===== src/rtl/tsc_pkg.sv =====
package tsc_pkg;
  localparam int TS_W    = 32;
  localparam int HW_PINS = 4;
  localparam int N_SRC   = HW_PINS + 5;

  typedef enum logic [3:0] {
    EV_SW   = 4'd0,
    EV_WRAP = 4'd1,
    EV_HALF = 4'd2,
    EV_PIN  = 4'd3,
    EV_RX   = 4'd4,
    EV_TX   = 4'd5
  } ev_kind_e;

  typedef struct packed {
    logic [31:0]     desc;
    logic [TS_W-1:0] stamp;
  } ev_rec_t;

  localparam logic [5:0] A_IDENT    = 6'h00;
  localparam logic [5:0] A_CTRL     = 6'h04;
  localparam logic [5:0] A_SWPUSH   = 6'h0C;
  localparam logic [5:0] A_LDVAL    = 6'h10;
  localparam logic [5:0] A_LDGO     = 6'h14;
  localparam logic [5:0] A_STAT_RAW = 6'h20;
  localparam logic [5:0] A_STAT_MSK = 6'h24;
  localparam logic [5:0] A_IRQ_EN   = 6'h28;
  localparam logic [5:0] A_POP      = 6'h30;
  localparam logic [5:0] A_EV_TS    = 6'h34;
  localparam logic [5:0] A_EV_DESC  = 6'h38;

  // descriptor layout: port 28:24, kind 23:20, message 19:16, sequence 15:0
  function automatic logic [31:0] pack_desc(logic [4:0] port, ev_kind_e kind,
                                            logic [3:0] msg, logic [15:0] seq);
    return {3'b000, port, kind, msg, seq};
  endfunction

  function automatic logic at_wrap(logic [TS_W-1:0] v);
    return v == {TS_W{1'b1}};
  endfunction

  function automatic logic at_half(logic [TS_W-1:0] v);
    return v == {1'b0, {(TS_W-1){1'b1}}};
  endfunction
endpackage


===== src/rtl/tsc_time_base.sv =====
module tsc_time_base
  import tsc_pkg::*;
(
  input  logic            clk,
  input  logic            rst_n,
  input  logic            run,
  input  logic            load,
  input  logic [TS_W-1:0] load_val,
  output logic [TS_W-1:0] now,
  output logic            wrap_evt,
  output logic            half_evt
);
  logic [TS_W-1:0] cnt_q;
  logic            step;

  assign step     = run && !load;
  assign wrap_evt = step && at_wrap(cnt_q);
  assign half_evt = step && at_half(cnt_q);
  assign now      = cnt_q;

  always_ff @(posedge clk or negedge rst_n) begin
    if (!rst_n)    cnt_q <= '0;
    else if (load) cnt_q <= load_val;
    else if (run)  cnt_q <= cnt_q + 1'b1;
  end


  wrap_to_zero_chk: assert property (@(posedge clk) disable iff (!rst_n)
    wrap_evt |=> now == '0);

  half_cross_chk: assert property (@(posedge clk) disable iff (!rst_n)
    half_evt |=> (now[TS_W-1] && now[TS_W-2:0] == '0));

  hold_when_idle_chk: assert property (@(posedge clk) disable iff (!rst_n)
    (!run && !load) |=> $stable(now));

  load_copy_chk: assert property (@(posedge clk) disable iff (!rst_n)
    load |=> now == $past(load_val));
endmodule


===== src/rtl/tsc_src_arb.sv =====
module tsc_src_arb
  import tsc_pkg::*;
(
  input  logic               en,
  input  logic               wrap_evt,
  input  logic               half_evt,
  input  logic [HW_PINS-1:0] pin_rise,
  input  logic               rx_stb,
  input  logic [4:0]         rx_port,
  input  logic [3:0]         rx_msg,
  input  logic [15:0]        rx_seq,
  input  logic               tx_stb,
  input  logic [4:0]         tx_port,
  input  logic [3:0]         tx_msg,
  input  logic [15:0]        tx_seq,
  input  logic               sw_push,
  input  logic [TS_W-1:0]    now,
  output logic               win_vld,
  output ev_rec_t            win_rec,
  output logic               collide
);
  localparam int IX_RX = 2 + HW_PINS;
  localparam int IX_TX = IX_RX + 1;
  localparam int IX_SW = IX_TX + 1;

  logic [N_SRC-1:0] req;
  ev_rec_t          cand [N_SRC];

  // index order is priority order: lowest index wins
  assign req     = {sw_push, tx_stb, rx_stb, pin_rise, half_evt, wrap_evt} & {N_SRC{en}};
  assign win_vld = |req;
  assign collide = $countones(req) > 1;

  always_comb begin
    cand[0].desc  = pack_desc(5'd0, EV_WRAP, 4'd0, 16'd0);
    cand[0].stamp = '0;
    cand[1].desc  = pack_desc(5'd0, EV_HALF, 4'd0, 16'd0);
    cand[1].stamp = {1'b1, {(TS_W-1){1'b0}}};
    for (int k = 0; k < HW_PINS; k++) begin
      cand[2+k].desc  = pack_desc(5'(k + 1), EV_PIN, 4'd0, 16'd0);
      cand[2+k].stamp = now;
    end
    cand[IX_RX].desc  = pack_desc(rx_port, EV_RX, rx_msg, rx_seq);
    cand[IX_RX].stamp = now;
    cand[IX_TX].desc  = pack_desc(tx_port, EV_TX, tx_msg, tx_seq);
    cand[IX_TX].stamp = now;
    cand[IX_SW].desc  = pack_desc(5'd0, EV_SW, 4'd0, 16'd0);
    cand[IX_SW].stamp = now;

    win_rec = '0;
    for (int i = N_SRC - 1; i >= 0; i--) begin
      if (req[i]) win_rec = cand[i];
    end
  end
endmodule


===== src/rtl/tsc_event_fifo.sv =====
module tsc_event_fifo #(
  parameter int DEPTH = 16,
  parameter int W     = 64
) (
  input  logic         clk,
  input  logic         rst_n,
  input  logic         push,
  input  logic [W-1:0] din,
  input  logic         pop,
  output logic [W-1:0] head,
  output logic         empty,
  output logic         full,
  output logic         dropped
);
  localparam int PW = (DEPTH > 1) ? $clog2(DEPTH) : 1;
  localparam int CW = $clog2(DEPTH + 1);

  logic [W-1:0]  mem [DEPTH];
  logic [PW-1:0] wp, rp;
  logic [CW-1:0] cnt;
  logic          wr_ok, rd_ok;

  function automatic logic [PW-1:0] bump(logic [PW-1:0] p);
    return (p == PW'(DEPTH - 1)) ? '0 : p + 1'b1;
  endfunction

  assign full    = cnt == CW'(DEPTH);
  assign empty   = cnt == '0;
  assign wr_ok   = push && !full;
  assign rd_ok   = pop && !empty;
  assign dropped = push && full;
  assign head    = empty ? '0 : mem[rp];

  always_ff @(posedge clk) begin
    if (wr_ok) mem[wp] <= din;
  end

  always_ff @(posedge clk or negedge rst_n) begin
    if (!rst_n) begin
      wp  <= '0;
      rp  <= '0;
      cnt <= '0;
    end else begin
      if (wr_ok) wp <= bump(wp);
      if (rd_ok) rp <= bump(rp);
      case ({wr_ok, rd_ok})
        2'b10:   cnt <= cnt + 1'b1;
        2'b01:   cnt <= cnt - 1'b1;
        default: cnt <= cnt;
      endcase
    end
  end


  no_overflow_chk: assert property (@(posedge clk) disable iff (!rst_n)
    (dropped && !rd_ok) |=> full);

  pop_empty_chk: assert property (@(posedge clk) disable iff (!rst_n)
    (empty && pop && !push) |=> empty);

  depth_bound_chk: assert property (@(posedge clk) disable iff (!rst_n)
    cnt <= CW'(DEPTH));
endmodule


===== src/rtl/ts_capture_unit.sv =====
module ts_capture_unit
  import tsc_pkg::*;
#(
  parameter int          FIFO_DEPTH = 16,
  parameter logic [31:0] ID_WORD    = 32'h4E51_0A01
) (
  input  logic        clk,
  input  logic        rst_n,
  input  logic        reg_we,
  input  logic [5:0]  reg_addr,
  input  logic [31:0] reg_wdata,
  output logic [31:0] reg_rdata,
  input  logic [3:0]  hw_pin,
  input  logic        rx_stb,
  input  logic [4:0]  rx_port,
  input  logic [3:0]  rx_msg,
  input  logic [15:0] rx_seq,
  input  logic        tx_stb,
  input  logic [4:0]  tx_port,
  input  logic [3:0]  tx_msg,
  input  logic [15:0] tx_seq,
  output logic        irq
);
  localparam logic [31:0] CTRL_MASK = (32'((1 << HW_PINS) - 1) << 8) | 32'h3;
  localparam int          REC_W     = $bits(ev_rec_t);

  logic [31:0]        ctrl_q, ldval_q;
  logic               ie_q, ovf_q;
  logic [HW_PINS-1:0] pin_q, pin_rise;
  logic               run, test_irq;
  logic               sw_push, load_go, pop_go, ovf_clr;
  logic [TS_W-1:0]    now;
  logic               wrap_evt, half_evt;
  logic               win_vld, collide;
  ev_rec_t            win_rec, head_rec;
  logic [REC_W-1:0]   head_bits;
  logic               q_empty, q_full, q_drop;
  logic               raw_pend, irq_lvl;

  function automatic logic wr_hit(logic we, logic [5:0] a, logic [5:0] target);
    return we && (a == target);
  endfunction

  assign sw_push = wr_hit(reg_we, reg_addr, A_SWPUSH)   && reg_wdata[0];
  assign load_go = wr_hit(reg_we, reg_addr, A_LDGO)     && reg_wdata[0];
  assign pop_go  = wr_hit(reg_we, reg_addr, A_POP)      && reg_wdata[0];
  assign ovf_clr = wr_hit(reg_we, reg_addr, A_STAT_RAW) && reg_wdata[1];

  assign run      = ctrl_q[0];
  assign test_irq = ctrl_q[1];

  for (genvar k = 0; k < HW_PINS; k++) begin : g_pin
    assign pin_rise[k] = hw_pin[k] && !pin_q[k] && ctrl_q[8+k];
  end

  tsc_time_base u_time (
    .clk      (clk),
    .rst_n    (rst_n),
    .run      (run),
    .load     (load_go),
    .load_val (ldval_q),
    .now      (now),
    .wrap_evt (wrap_evt),
    .half_evt (half_evt)
  );

  tsc_src_arb u_arb (
    .en       (run),
    .wrap_evt (wrap_evt),
    .half_evt (half_evt),
    .pin_rise (pin_rise),
    .rx_stb   (rx_stb),
    .rx_port  (rx_port),
    .rx_msg   (rx_msg),
    .rx_seq   (rx_seq),
    .tx_stb   (tx_stb),
    .tx_port  (tx_port),
    .tx_msg   (tx_msg),
    .tx_seq   (tx_seq),
    .sw_push  (sw_push),
    .now      (now),
    .win_vld  (win_vld),
    .win_rec  (win_rec),
    .collide  (collide)
  );

  tsc_event_fifo #(.DEPTH(FIFO_DEPTH), .W(REC_W)) u_fifo (
    .clk     (clk),
    .rst_n   (rst_n),
    .push    (win_vld),
    .din     (win_rec),
    .pop     (pop_go),
    .head    (head_bits),
    .empty   (q_empty),
    .full    (q_full),
    .dropped (q_drop)
  );

  assign head_rec = head_bits;
  assign raw_pend = !q_empty || test_irq;
  assign irq_lvl  = raw_pend && ie_q;
  assign irq      = irq_lvl;

  always_ff @(posedge clk or negedge rst_n) begin
    if (!rst_n) begin
      ctrl_q  <= '0;
      ldval_q <= '0;
      ie_q    <= 1'b0;
      ovf_q   <= 1'b0;
      pin_q   <= '0;
    end else begin
      pin_q <= hw_pin;
      if (wr_hit(reg_we, reg_addr, A_CTRL))   ctrl_q  <= reg_wdata & CTRL_MASK;
      if (wr_hit(reg_we, reg_addr, A_LDVAL))  ldval_q <= reg_wdata;
      if (wr_hit(reg_we, reg_addr, A_IRQ_EN)) ie_q    <= reg_wdata[0];
      if (ovf_clr)             ovf_q <= 1'b0;
      if (q_drop || collide)   ovf_q <= 1'b1;
    end
  end

  always_comb begin
    case (reg_addr)
      A_IDENT:    reg_rdata = ID_WORD;
      A_CTRL:     reg_rdata = ctrl_q;
      A_LDVAL:    reg_rdata = ldval_q;
      A_STAT_RAW: reg_rdata = {30'd0, ovf_q, raw_pend};
      A_STAT_MSK: reg_rdata = {31'd0, irq_lvl};
      A_IRQ_EN:   reg_rdata = {31'd0, ie_q};
      A_EV_TS:    reg_rdata = head_rec.stamp;
      A_EV_DESC:  reg_rdata = head_rec.desc;
      default:    reg_rdata = '0;
    endcase
  end


  sticky_ovf_chk: assert property (@(posedge clk) disable iff (!rst_n)
    (ovf_q && !ovf_clr) |=> ovf_q);

  collide_flag_chk: assert property (@(posedge clk) disable iff (!rst_n)
    collide |=> ovf_q);

  idle_no_event_chk: assert property (@(posedge clk) disable iff (!rst_n)
    !run |-> !win_vld);

  pending_irq_chk: assert property (@(posedge clk) disable iff (!rst_n)
    (!q_empty && ie_q) |-> irq);

  empty_read_chk: assert property (@(posedge clk) disable iff (!rst_n)
    q_empty |-> (head_rec == '0));
endmodule


===== config.mk =====
export PLATFORM = sky130hd
export DESIGN_NAME = ts_capture_unit
export DESIGN_NICKNAME = d
export VERILOG_FILES = /design/src/rtl/tsc_pkg.sv /design/src/rtl/tsc_time_base.sv /design/src/rtl/tsc_src_arb.sv /design/src/rtl/tsc_event_fifo.sv /design/src/rtl/ts_capture_unit.sv
export SDC_FILE = /design/constraint.sdc
export NUM_CORES = 1
export LEC_CHECK = 0
export BUFFER_PORTS_ARGS = -buffer_cell sky130_fd_sc_hd__buf_4
export CORE_UTILIZATION = 62
export CTS_CLUSTER_SIZE = 20
export DETAILED_ROUTE_END_ITERATION = 8
export PLACE_DENSITY = 0.79
export SLEW_MARGIN = 20
export SYNTH_ARGS = -nofsm -noshare
export SYNTH_HDL_FRONTEND = slang
export SYNTH_SLANG_ARGS = --single-unit

===== constraint.sdc =====
create_clock -name clk -period 8.05 [get_ports clk]
set_input_delay 0.4025 -clock clk [delete_from_list [all_inputs] [get_ports clk]]
set_output_delay 0.4025 -clock clk [all_outputs]
set_load 0.005 [all_outputs]

==> summary.txt <==
Hold/Removal Path Class: primary input to flop
First-pass GRT wire length: 157,000 microns
Peak supply drop: 0.000153 V
Vias in the first global route: 23,800
Initial Utilization: 62.7%
GRT Overall Usage: 31.6%
CTS tree: yes
Ys Warns: 0
Residual DRC: 0
Slew HR: 24.4%
Worst-path clk slew: 60 ps
Post-synth EDFFs: 960
Avg Vias per Cell: 6.86
Setup Skew: 19.9 ps
Ports: 130
Largest family of logic cells by synthesized area: multiplexers
Hold Path Depth: 2
PnR Total Power: 12.6 mW
Clk sinks: 1,049
Row Count: 95
XOR/XNOR share of the synthesized area: 0.769%
Ys async rst share: 8.48%
Crit path capture type: flop
Critical R2R Capture: u_fifo.mem[11][2]$_DFFE_PP_
Inserted Diodes: 0
Gpl congestion: 0.905
NetSw: 3.02 mW
Synth Area in Simple Gates: 4.14%
Post-DP Area: 0.0441 sq mm
GRT overflow: 0
Sequential fraction of the synthesis area: 73.7%
Ys flop type: edfxtp_1
Fmax: 200 MHz
Horiz. Die Dim: 263 microns
Comb pwr share: 9.9%
Via count: 23,200
Worst EP required: 8340 ps
Distinct cells, synth: 63
Post-Synth Adder-Cell Area: 0.909%
Drt first pass iters: 9
Worst Hold Launch: reg_wdata[9]
Net Sw Frac: 24.1%
Buffers on Ports: 129
Startpoint Class: flop
# setup viols final: 0
Gate Count Post-Synth: 2,237
Clk root buf: clkbuf_16
Worst r2r src: u_time.now[3]$_DFFE_PN0P_
Max cap viols: 0
Leak pwr: 16.1 nW
Post-DP HPWL: 60,200 microns
Syn Std Cell Area: 0.0421 sq mm
Status: finished, final reports clean
FF-to-FF path depth: 13
Final Max Slew Viols: 0
Post-synthesis mux area share: 14.4%
Hold Crit Endpoint: ldval_q[9]$_DFFE_PN0P_
Area of the core: 0.0672 sq mm
Avg Inst Size Synth: 18.8 sq um
Sequential power share: 52.3%
PwrDens: 262 mW/mm^2
Htree depth: 3
Initial DRC Count: 3,119
Cts bufs inserted: 100
Clock Path Buffers: 3
Crit-path max FO: 33
RSZ-0062 raised after global routing: no
Yosys reg bits: 1,049
Final WL: 106,000 microns
Die area: 0.0690 sq mm
Cell-internal power: 9.53 mW
Initial antenna violation count: 10
Fin. Hold Viols: 0
Reg2reg setup slack: 3040 ps
Clk pwr share: 37.8%
Die Ht: 263 microns
Routed len/inst: 31.4 microns
Post-synthesis compound-gate area fraction: 4.50%
Synthesized Nets: 2,361
Worst-Skew Late Latency: 670 ps
Antenna Nets Post-Route: 0
Fin util: 71.4%
Final TNS setup: 0 ps
Nets: 2,549
Critical setup path kind: flop to flop
Worst slew pin tran: 1130 ps
Area growth from synthesis to layout: 13.8%
Min cycle time layout: 5010 ps
Fin crit share: 62.2%
Largest net degree at the start of global routing: 141
Critical path arrival: 5300 ps
Share of cells above drive strength 1: 24.5%
Final instance area: 0.0479 sq mm
## Yosys cell counts, drive strengths merged, types with 28 or more instances
master / number / area [sq um]
mux2: 41 / 462
dfrtp: 89 / 2230
nor2: 50 / 188
buf: 54 / 264
edfxtp: 960 / 28800
o21ai: 73 / 365
and2: 36 / 225
nand4: 28 / 190
a21oi: 37 / 189
inv: 36 / 135
a22oi: 84 / 631
mux4: 204 / 4590
mux2i: 99 / 991
nand2: 132 / 495
clkbuf: 71 / 267
## power groups by stage
stage | Clock [mW] | Sequential (mW) | Combinational [mW]
after floorplan | 0 | 6.59 | 0.818
after global placement | 0 | 6.65 | 1.16
after detailed placement | 0 | 6.68 | 1.20
after global routing | 5.00 | 6.59 | 1.34
after CTS | 4.77 | 6.57 | 1.22
final | 4.74 | 6.57 | 1.24
## worst max path at each step
stage                               from                      endpoint  cells after the start
3_3_place_gp   u_time.now[3]$_DFFE_PN0P_  u_fifo.mem[11][31]$_DFFE_PP_                     13
6_report       u_time.now[3]$_DFFE_PN0P_   u_fifo.mem[11][2]$_DFFE_PP_                     13
4_1_cts        u_time.now[3]$_DFFE_PN0P_  u_fifo.mem[11][19]$_DFFE_PP_                     13
3_5_place_dp   u_time.now[3]$_DFFE_PN0P_   u_fifo.mem[11][2]$_DFFE_PP_                     13
5_1_grt        u_time.now[3]$_DFFE_PN0P_  u_fifo.mem[11][19]$_DFFE_PP_                     13
2_1_floorplan  u_time.now[3]$_DFFE_PN0P_   u_fifo.mem[11][0]$_DFFE_PP_                     11
## per-layer routing
metal | GRT usage (%) | share of wire [%] | vias up
met3 | 7.64 | 12 | 241
met4 | 12.6 | 3.7 | 10
met2 | 48.2 | 47 | 1613
met1 | 44.5 | 37 | 11900
met5 | 0 | 0.058 | -
li1 | - | - | 9436
## cells in the final DEF, fill, tap and decap left out, types with 41 or more instances in the layout
cell / synthesis / final
a22oi_1: 84 / 84
dfrtp_1: 89 / 86
edfxtp_1: 960 / 960
mux2i_1: 99 / 99
buf_4: 1 / 168
mux2_2: 41 / 41
o21ai_0: 73 / 73
clkbuf_16: 0 / 100
mux4_2: 204 / 204
nand2_1: 132 / 131
nor2_1: 50 / 45
## critical path, stage by stage (launching register included)
cell and delay (ps):
dfrtp_1 470, nand4_4 190, or4_1 750, nor4_4 690
and2_1 280, inv_1 60, ha_1 170, nand4_1 110
a2bb2oi_1 230, buf_4 280, nand2_1 160, nor3_2 130
buf_4 440, buf_4 630
## repair_timing
action                                  4_1_cts  5_1_grt
hold buffers                                 35        0
gates resized for setup                       0        0
hold endpoints to repair                     81        0
buffers inserted                              0        0
endpoints found under the setup margin        0        0
## cell type report
class / count / area, sq um
sequential: 1049 / 31100
fill: 3851 / 19200
multi-input combinational: 1026 / 10500
clock buffer: 138 / 2790
timing repair buffer: 211 / 1780
tap: 873 / 1090
clock inverter: 49 / 571
inverter: 37 / 139
## registers in the layout, summed over array words and instances (netlist names)
name and flops:
ctrl_q 6, ie_q 1, ldval_q 32, ovf_q 1, pin_q 4, u_fifo.cnt 5, u_fifo.mem 960, u_fifo.rp 4
u_fifo.wp 4, u_time.now 32
## stage by stage
step / setup slack [ps] / hold slack, ps / instances
floorplan: 808 / 107 / 2237
global placement: 3250 / 466 / 3156
detailed placement: 3160 / 478 / 3156
CTS: 3120 / 5.22 / 3378
global route: 2840 / 11.9 / 3383
finish: 3040 / 40.0 / 3383
## cells by family after synthesis
family / count (synthesis)
and+or+nand+nor: 341
DFF: 1049
xor gates and xnor gates: 37
adders and majority gates: 27
buffers and inverters: 162
muxes: 344
AOI/OAI and AO/OA: 277
(Power assumes the default switching activity.)
